[config.mk]
export PLATFORM = sky130hd
export DESIGN_NAME = isa_strobe_ctl
export DESIGN_NICKNAME = d
export VERILOG_FILES = /design/src/rtl/isa_strobe_pkg.sv /design/src/rtl/isa_strobe_fsm.sv /design/src/rtl/isa_strobe_dp.sv /design/src/rtl/isa_strobe_ctl.sv
export SDC_FILE = /design/constraint.sdc
export NUM_CORES = 1
export LEC_CHECK = 0
export ABC_AREA = 1
export BUFFER_PORTS_ARGS = -buffer_cell sky130_fd_sc_hd__buf_2
export CORE_MARGIN = 10
export CORE_UTILIZATION = 40
export DETAILED_ROUTE_END_ITERATION = 16
export PLACE_DENSITY_LB_ADDON = 0.15
export SYNTH_ARGS = -nofsm -noshare
export SYNTH_HDL_FRONTEND = slang
export SYNTH_SLANG_ARGS = --single-unit
[constraint.sdc]
create_clock -name clk -period 1.46 [get_ports clk]
set_input_delay 0.365 -clock clk [delete_from_list [all_inputs] [get_ports clk]]
set_output_delay 0.365 -clock clk [all_outputs]
set_load 0.03 [all_outputs]
[src/rtl/isa_strobe_pkg.sv]
package isa_strobe_pkg;

  localparam int WAIT_W = 2;

  typedef enum logic [2:0] {
    ST_IDLE,
    ST_SETUP,
    ST_STROBE,
    ST_HOLD,
    ST_DONE,
    ST_RESULT
  } phase_t;

  // control register fields
  typedef struct packed {
    logic              intRes;
    logic              extRes;
    logic [WAIT_W-1:0] ioWait;
    logic [WAIT_W-1:0] memWait;
    logic              bufOff;
  } cfg_t;

  localparam int CFG_W = $bits(cfg_t);

  // strobes from control to datapath
  typedef struct packed {
    logic bufOn;
    logic strobeOn;
    logic isWrite;
    logic isIo;
    logic captureNow;
    logic loadReq;
    logic ackNow;
    logic resultNow;
  } ctl_t;

endpackage

[src/rtl/isa_strobe_fsm.sv]
module isa_strobe_fsm
  import isa_strobe_pkg::*;
#(
  parameter int HOLD_CYC = 2
) (
  input  logic clk,
  input  logic rstN,
  input  cfg_t cfg,
  input  logic reqValid,
  input  logic reqWrite,
  input  logic reqIsIo,
  input  logic reqInternal,
  output ctl_t ctl
);

  localparam int MAX_CODE   = (1 << WAIT_W) - 1;
  localparam int MAX_STROBE = 2 * MAX_CODE + 3;
  localparam int MAX_COUNT  = (HOLD_CYC > MAX_STROBE) ? HOLD_CYC : MAX_STROBE;
  localparam int CNT_W      = $clog2(MAX_COUNT + 1);

  phase_t            curState;
  logic [CNT_W-1:0]  cnt;
  logic [WAIT_W-1:0] waitLat;
  logic              curWrite;
  logic              curIo;
  logic              curResEn;

  always_ff @(posedge clk) begin
    if (!rstN) begin
      curState <= ST_IDLE;
      cnt      <= '0;
      waitLat  <= '0;
      curWrite <= 1'b0;
      curIo    <= 1'b0;
      curResEn <= 1'b0;
    end else begin
      unique case (curState)
        ST_IDLE: begin
          if (reqValid) begin
            curState <= ST_SETUP;
            curWrite <= reqWrite;
            curIo    <= reqIsIo;
            curResEn <= reqInternal ? cfg.intRes : cfg.extRes;
            waitLat  <= reqIsIo ? cfg.ioWait : cfg.memWait;
          end
        end
        ST_SETUP: begin
          curState <= ST_STROBE;
          cnt      <= CNT_W'(2 * int'(waitLat) + 2);
        end
        ST_STROBE: begin
          if (cnt == '0) begin
            if (curWrite) begin
              curState <= ST_DONE;
            end else if (curResEn) begin
              curState <= ST_RESULT;
            end else begin
              curState <= ST_HOLD;
              cnt      <= CNT_W'(HOLD_CYC - 1);
            end
          end else begin
            cnt <= cnt - 1'b1;
          end
        end
        ST_HOLD: begin
          if (cnt == '0) curState <= ST_DONE;
          else           cnt      <= cnt - 1'b1;
        end
        ST_DONE:   curState <= ST_IDLE;
        ST_RESULT: curState <= ST_IDLE;
        default:   curState <= ST_IDLE;
      endcase
    end
  end

  always_comb begin
    ctl            = '0;
    ctl.bufOn      = (curState == ST_SETUP) || (curState == ST_STROBE) ||
                     (curState == ST_HOLD);
    ctl.strobeOn   = (curState == ST_STROBE);
    ctl.isWrite    = curWrite;
    ctl.isIo       = curIo;
    ctl.captureNow = (curState == ST_STROBE) && (cnt == '0) && !curWrite;
    ctl.loadReq    = (curState == ST_IDLE) && reqValid;
    ctl.ackNow     = (curState == ST_DONE) || (curState == ST_RESULT);
    ctl.resultNow  = (curState == ST_RESULT);
  end

  // setup lasts exactly one clock before the strobe
  assert_setup_one_clk_R13: assert property (@(posedge clk) disable iff (!rstN)
    curState == ST_SETUP |=> curState == ST_STROBE);

  // latched wait code cannot move while a strobe is running
  assert_wait_code_held_R11: assert property (@(posedge clk) disable iff (!rstN)
    curState == ST_STROBE |=> $stable(waitLat));

  // the hold phase only follows reads
  assert_hold_reads_only_R8: assert property (@(posedge clk) disable iff (!rstN)
    curState == ST_HOLD |-> !curWrite);

  // a write never ends in a result cycle
  assert_write_no_result_R12: assert property (@(posedge clk) disable iff (!rstN)
    (curState == ST_STROBE && curWrite) |=> curState != ST_RESULT);

endmodule

[src/rtl/isa_strobe_dp.sv]
module isa_strobe_dp
  import isa_strobe_pkg::*;
#(
  parameter int DATA_W = 16,
  parameter int REG_W  = 16
) (
  input  logic              clk,
  input  logic              rstN,
  input  ctl_t              ctl,
  output cfg_t              cfg,
  input  logic              regWrEn,
  input  logic [REG_W-1:0]  regWrData,
  output logic [REG_W-1:0]  regRdData,
  input  logic [DATA_W-1:0] reqWrData,
  output logic              reqAck,
  output logic              resultCycle,
  output logic [DATA_W-1:0] rdData,
  output logic              memRdN,
  output logic              memWrN,
  output logic              ioRdN,
  output logic              ioWrN,
  output logic              bufDir,
  output logic              bufEnN,
  output logic [DATA_W-1:0] isaDataOut,
  output logic              isaDataOe,
  input  logic [DATA_W-1:0] isaDataIn
);

  localparam int PAD_W = REG_W - CFG_W;

  cfg_t              cfgQ;
  logic [DATA_W-1:0] wrDataQ;
  logic [DATA_W-1:0] rdDataQ;

  always_ff @(posedge clk) begin
    if (!rstN) begin
      cfgQ    <= '0;
      wrDataQ <= '0;
      rdDataQ <= '0;
    end else begin
      if (regWrEn)        cfgQ    <= cfg_t'(regWrData[CFG_W-1:0]);
      if (ctl.loadReq)    wrDataQ <= reqWrData;
      if (ctl.captureNow) rdDataQ <= isaDataIn;
    end
  end

  assign cfg       = cfgQ;
  assign regRdData = {{PAD_W{1'b0}}, cfgQ};

  assign memRdN = !(ctl.strobeOn && !ctl.isWrite && !ctl.isIo);
  assign memWrN = !(ctl.strobeOn &&  ctl.isWrite && !ctl.isIo);
  assign ioRdN  = !(ctl.strobeOn && !ctl.isWrite &&  ctl.isIo);
  assign ioWrN  = !(ctl.strobeOn &&  ctl.isWrite &&  ctl.isIo);

  assign bufEnN = cfgQ.bufOff ? 1'b0 : !ctl.bufOn;
  assign bufDir = cfgQ.bufOff ? 1'b0 : (ctl.bufOn && ctl.isWrite);

  assign isaDataOe   = ctl.bufOn && ctl.isWrite;
  assign isaDataOut  = wrDataQ;
  assign reqAck      = ctl.ackNow;
  assign resultCycle = ctl.resultNow;
  assign rdData      = rdDataQ;

  // at most one strobe pin low
  assert_one_strobe_R3: assert property (@(posedge clk) disable iff (!rstN)
    $onehot0({~memRdN, ~memWrN, ~ioRdN, ~ioWrN}));

  // override forces both buffer pins low
  assert_buf_forced_low_R4: assert property (@(posedge clk) disable iff (!rstN)
    cfgQ.bufOff |-> (!bufDir && !bufEnN));

  // acknowledge lasts a single clock
  assert_ack_pulse_R12: assert property (@(posedge clk) disable iff (!rstN)
    reqAck |=> !reqAck);

  // read data only moves on a capture edge
  assert_rd_data_hold_R6: assert property (@(posedge clk) disable iff (!rstN)
    !ctl.captureNow |=> $stable(rdData));

endmodule

[src/rtl/isa_strobe_ctl.sv]
module isa_strobe_ctl
  import isa_strobe_pkg::*;
#(
  parameter int DATA_W   = 16,
  parameter int REG_W    = 16,
  parameter int HOLD_CYC = 2
) (
  input  logic              clk,
  input  logic              rstN,
  input  logic              regWrEn,
  input  logic [REG_W-1:0]  regWrData,
  output logic [REG_W-1:0]  regRdData,
  input  logic              reqValid,
  input  logic              reqWrite,
  input  logic              reqIsIo,
  input  logic              reqInternal,
  input  logic [DATA_W-1:0] reqWrData,
  output logic              reqAck,
  output logic              resultCycle,
  output logic [DATA_W-1:0] rdData,
  output logic              memRdN,
  output logic              memWrN,
  output logic              ioRdN,
  output logic              ioWrN,
  output logic              bufDir,
  output logic              bufEnN,
  output logic [DATA_W-1:0] isaDataOut,
  output logic              isaDataOe,
  input  logic [DATA_W-1:0] isaDataIn
);

  ctl_t ctlBus;
  cfg_t cfgBus;

  isa_strobe_fsm #(.HOLD_CYC(HOLD_CYC)) uFsm (
    .clk        (clk),
    .rstN       (rstN),
    .cfg        (cfgBus),
    .reqValid   (reqValid),
    .reqWrite   (reqWrite),
    .reqIsIo    (reqIsIo),
    .reqInternal(reqInternal),
    .ctl        (ctlBus)
  );

  isa_strobe_dp #(.DATA_W(DATA_W), .REG_W(REG_W)) uDp (
    .clk        (clk),
    .rstN       (rstN),
    .ctl        (ctlBus),
    .cfg        (cfgBus),
    .regWrEn    (regWrEn),
    .regWrData  (regWrData),
    .regRdData  (regRdData),
    .reqWrData  (reqWrData),
    .reqAck     (reqAck),
    .resultCycle(resultCycle),
    .rdData     (rdData),
    .memRdN     (memRdN),
    .memWrN     (memWrN),
    .ioRdN      (ioRdN),
    .ioWrN      (ioWrN),
    .bufDir     (bufDir),
    .bufEnN     (bufEnN),
    .isaDataOut (isaDataOut),
    .isaDataOe  (isaDataOe),
    .isaDataIn  (isaDataIn)
  );

endmodule

* After elaboration in Yosys (flattened, before gate mapping) *
Index checks and enable logic that the tools add are counted.

operators by class
  add/sub/neg operators = 2
  multipliers = 0
  divide/modulo/power cells = 0
  magnitude comparators = 0
  equality and inequality tests = 11
  shift operators = 0
  muxes and demuxes = 15
  bitwise gates (word level) = 0
  reduce and logical (&&, ||, !) cells = 26

operators by type and width
  kind                                                   number
  two-way mux 4 bit                                      4
  two-way mux 3 bit                                      5
  one-hot mux 3 bit (4 select lines)                     1
  one-hot mux 4 bit (3 select lines)                     1
  logical AND 1 bit                                      10
  logical NOT 1 bit                                      7
  == test 3 x 2 -> 1 bit, second input constant          2
  == test 3 bit, second input constant                   2
  inequality test 2 bit, second input constant           3
  inequality test 3 bit, second input constant           2
  adder 3 x 2 -> 4 bit, second input constant            1
  logical NOT 4 bit                                      1
  AND reduction 4 bit                                    1
  subtractor 4 x 1 -> 4 bit, second input constant       1
  == test 3 x 1 -> 1 bit, second input constant          1
  logical NOT 3 bit                                      1
  logical OR 1 bit                                       3
  two-way mux 1 bit                                      3
  AND reduction 3 bit                                    1
  nonzero test 3 bit                                     1
  two-way mux 2 bit                                      1
  inequality test 2 x 1 -> 1 bit, second input constant  1
  AND reduction 2 bit                                    1

word-level totals
  flip-flop bits (word level) = 51
  bits in latches = 0
  memory bits (writable) = 0
  ROM bits = 0
  output and inout port bits = 57
  memories = 0

* Longest topological paths before layout *
  word-level depth = 5
  gate-level depth with buffers = 9
  gate-level depth less buffers = 9

* By module *
A second synthesis with hierarchy kept.

unflattened totals
  cell total of the unflattened synthesis = 387
  area, all modules = 2600.0 µm²

modules (own cells, without submodules)
  module          times used  cells an instance  area each (µm²)
  isa_strobe_dp   1           274                1830.5
  isa_strobe_fsm  1           113                769.5

* Least setup slack after synthesis *
OpenSTA, ideal clock, no wires.

  path kind = reg-to-output
  from = register uFsm.curState[1]
  to = output port bufDir
  data arrival time = 1.351 ns
  data required time = 1.095 ns
  path slack = -0.256 ns
  stages on the path, launching flop included = 5
  cells stage by stage = dfxtp_1 > nor2_1 > nor2_1 > inv_1 > nor3_1

on the way
  cells in the longest elaborated chain, start to end = 5

RTL lines
  element                                                                  RTL line              source
  start: declaration                                                       isa_strobe_fsm.sv:21  phase_t curState;
  start signal: assignment                                                 isa_strobe_fsm.sv:30  curState <= ST_IDLE;
  start signal: assignment                                                 isa_strobe_fsm.sv:40  curState <= ST_SETUP;
  start signal: assignment                                                 isa_strobe_fsm.sv:48  curState <= ST_STROBE;
  == test 3 x 1 -> 1 bit / == test 3 x 2 -> 1 bit (equally long branches)  isa_strobe_fsm.sv:78  ctl.bufOn = (curState == ST_SETUP) || (curState == ST_STROBE) ||
  logical OR 1 bit                                                         isa_strobe_fsm.sv:78
  logical OR 1 bit *                                                       isa_strobe_fsm.sv:78
  logical AND 1 bit *                                                      isa_strobe_dp.sv:56   assign bufDir = cfgQ.bufOff ? 1'b0 : (ctl.bufOn && ctl.isWrite);
  two-way mux 1 bit *                                                      isa_strobe_dp.sv:56
  end: declaration                                                         isa_strobe_ctl.sv:25  output logic bufDir,

Every way passes the cells marked *; elsewhere a longest branch is shown, timed or not.

* Worst setup path in the final report *
  from = register uFsm.curState[1]
  to = output port bufEnN

on the way
  cells in the longest elaborated chain, start to end = 5

RTL lines
  element                                                                  RTL line              source
  == test 3 x 1 -> 1 bit / == test 3 x 2 -> 1 bit (equally long branches)  isa_strobe_fsm.sv:78
  logical OR 1 bit                                                         isa_strobe_fsm.sv:78
  logical OR 1 bit *                                                       isa_strobe_fsm.sv:78
  logical NOT 1 bit *                                                      isa_strobe_dp.sv:55   assign bufEnN = cfgQ.bufOff ? 1'b0 : !ctl.bufOn;
  two-way mux 1 bit *                                                      isa_strobe_dp.sv:55
  end: declaration                                                         isa_strobe_ctl.sv:26  output logic bufEnN,

Marked as above.

==> flow_summary.yaml <==
status:
  violations: "negative setup slack"
  status: "finished, violations left"
logic_synthesis:
  syn_inst: 284
  synth.area.top_cells: "dfxtp_1 (48%), o21ai_0 (9.6%), nor2_1 (8.6%)"
  async_reset_ff_share_pct: 0
  synth_top_area_share_pct: 47.6
  synthesis.area_sq_mm: 0.00214
  synth_top_cell_by_area: "dfxtp_1"
  synth_area_per_cell_sq_um: 7.55
  yosysUniqueCellTypes: 25
  synth_flop_cell: "dfxtp_1"
  synth-edff-count: 0
  ys_ff_latch: 51
  yosysWarnings: 0
  seq_area_frac_synth_pct: 47.6
worst_setup_path:
  cp_slowest_cell: "dfxtp_4"
  cpMostUsedCell: "nor2_4"
  start_kind: "flop"
  cp_cell_sequence: "nor2_4 -> nor2_4 -> buf_6 -> nor2_4 -> buf_6"
  worstPathArrival_ns: 1.18
  cp_data_required_time_ns: 1.10
  cp_max_fo: 4
  critical_path_class: "reg2out"
  setup.worst_path.end_class: "output pin"
  critPathMaxStageDelay_ns: 0.37
clock_tree:
  cts_hold_buf: 0
  clk_pin_slew_ns: 0.09
  clk_path_buf_depth: 2
  numCtsBuffers: 5
  insertion_delay_ns: 0.30
  cts_tree: "done"
  cts-root-buf: "clkbuf_8"
  h-tree-depth: 2
  cts.sinks: 51
floorplanning:
  die-area_sq_mm: 0.00869
  die_h_um: 93.2
  floorplan.initialDensity_pct: 41.7
  die_w_um: 93.2
  num_rows: 26
  core_sq_mm: 0.00514
  num_io_pins: 112
placed_design:
  dp_slack_ns: 0.0220
  portBuffers: 93
  placed_area_sq_mm: 0.00270
  gp_congestion: 0.867
  dp_hpwl_um: 4300
sta:
  setup-tns-final_ns: -0.489
  setup_slack_ns: -0.0844
  post-route-period-util_pct: 106
  slew_violations: 0
  layout_min_cycle_time_ns: 1.54
  max_freq_mhz: 648
  whs_ns: 0.284
  finalSetupViolations: 8
  rsz0062_at_grt: "true"
  final-hold-violation-count: 0
  finClkSkew_ns: 0.00841
detailed_routing:
  ant_nets: 0
  vias: 2065
  via_per_inst: 4.45
  wl_um: 5840
  drt_pre_antenna_iters: 4
  avgRoutedWirePerCell_um: 12.6
  first_iter_violations: 52
  drc: 0
pwr:
  p_seq_share_pct: 34.6
  internal-power_w: 0.00326
  clkPwrFrac_pct: 14.8
  powerDensity_mw_per_mm2: 1900
  power.share.combinational_pct: 50.6
  peakVddDrop_mv: 0.861
  p_sw_w: 0.00250
  leakagePower_nw: 1.49
  switching_share_pct: 43.4
global_routing:
  grt-ovfl-total: 0
  grt_pass1_vias: 2093
  grt_first_pass_wirelength_um: 9570
  grt_max_degree: 48
  antenna_found_initial: 0
  grt_use_total_pct: 13.3
final_layout:
  drive_gt1_share_pct: 40.4
  design_area_sq_mm: 0.00304
  fin_nets: 451
  antennaDiodeCount: 0
  synthToLayoutAreaGrowth_pct: 41.9
hold_path:
  hp-class: "in2reg"
run:
  cap_violations: 0
==> state kept, by name, summed over array words and instances, names as in the netlist <==
name            count
uFsm.curWrite       1
uDp.cfg             7
uFsm.curState       3
uDp.isaDataOut     16
uFsm.waitLat        2
uFsm.curResEn       1
uDp.rdData         16
uFsm.curIo          1
uFsm.cnt            4
==> cell usage after synthesis, types with 2 or more instances <==
cell,n
nor3_1,2
clkbuf_1,9
o21ai_0,41
ha_1,3
inv_1,32
nor2_2,10
a21oi_1,27
buf_4,10
nand2_2,2
nand2_1,16
dfxtp_1,51
nor2_1,49
nand3_1,9
inv_2,3
o21ai_1,10
==> critical path: cells and delay by family, from the launching register on <==
family | cells | cell delay [ns]
flops | 1 | 0.37
simple gates | 3 | 0.26
buf+inv | 2 | 0.25
==> layer usage <==
metal  part of all wire [%]  routed length (um)  track usage (%)
met2                     49                2860             22.7
met5                      0                   0                0
met3                    8.9                 522             6.16
met4                   0.98                  57             3.86
met1                     41                2400             14.4
==> cell families after synthesis <==
family	after synthesis	synth area share (%)
xor gates and xnor gates	1	0.409
AOI/OAI and AO/OA	80	18.9
DFF	51	47.6
and+or+nand+nor	92	19.3
other	1	0.175
buffers and inverters	56	11.9
adders and majority gates	3	1.75
==> through the flow <==
stage | instances | power, W | util (%)
after global placement | 443 | 0.00439 | 52.5
after CTS | 457 | 0.00560 | 57.4
after global routing | 464 | 0.00620 | 59.2
after detailed placement | 443 | 0.00441 | 52.5
final | 464 | 0.00577 | 59.2
after floorplan | 292 | 0.00370 | -
==> cell usage in the layout, fill, tap and decap left out, types with 2 or more instances in the layout <==
cell type	instances
buf_6	11
ha_1	3
nand2_2	3
nand2_1	15
nor2_4	3
inv_2	5
nor3_4	2
buf_2	84
nand3_1	5
dfxtp_1	47
nor2_2	12
conb_1	9
o21ai_1	14
clkbuf_8	6
buf_4	17
nand3_2	4
o21ai_0	37
dfxtp_4	3
buf_12	2
a21oi_1	27
inv_1	28
nor2_1	44
==> path summary, 6_finish.rpt <==
kind	startpoint	to	slack, ns	depth (start not counted)
worst max-delay path	uFsm.curState[1]	bufEnN	-0.08	5
worst max register to register	uFsm.curState[2]	uFsm.cnt[1]	-0.04	9
worst min-delay path	regWrData[6]	uDp.cfg[6]	0.28	3
worst min register to register	uDp.isaDataOut[3]	uDp.isaDataOut[3]	0.44	2
==> power by group through the flow <==
stage          logic [W]  clock network (W)  registers [W]
6_report         0.00292           0.000853        0.00199
5_1_grt          0.00323           0.000925        0.00204
4_1_cts          0.00273           0.000883        0.00199
3_5_place_dp     0.00243                  0        0.00198
3_3_place_gp     0.00241                  0        0.00197
2_1_floorplan    0.00120                  0        0.00249
==> area by class of cell <==
type                    count  area [sq um]
fillers                   493          2100
flip-flops and latches     51          1030
multi-input cells         185           971
repair buffers            114           712
inverters                  36           143
well taps                  70          87.6
clock buffers               7          86.3
clock inverters             1          8.76
==> timing repair <==
item	in CTS	in global routing
buffers inserted	6	6
pin swaps	3	1
resized for setup	39	17
endpoints found under the setup margin	8	29
cloned	0	1
No activity file was read; power rests on OpenSTA's default activity.
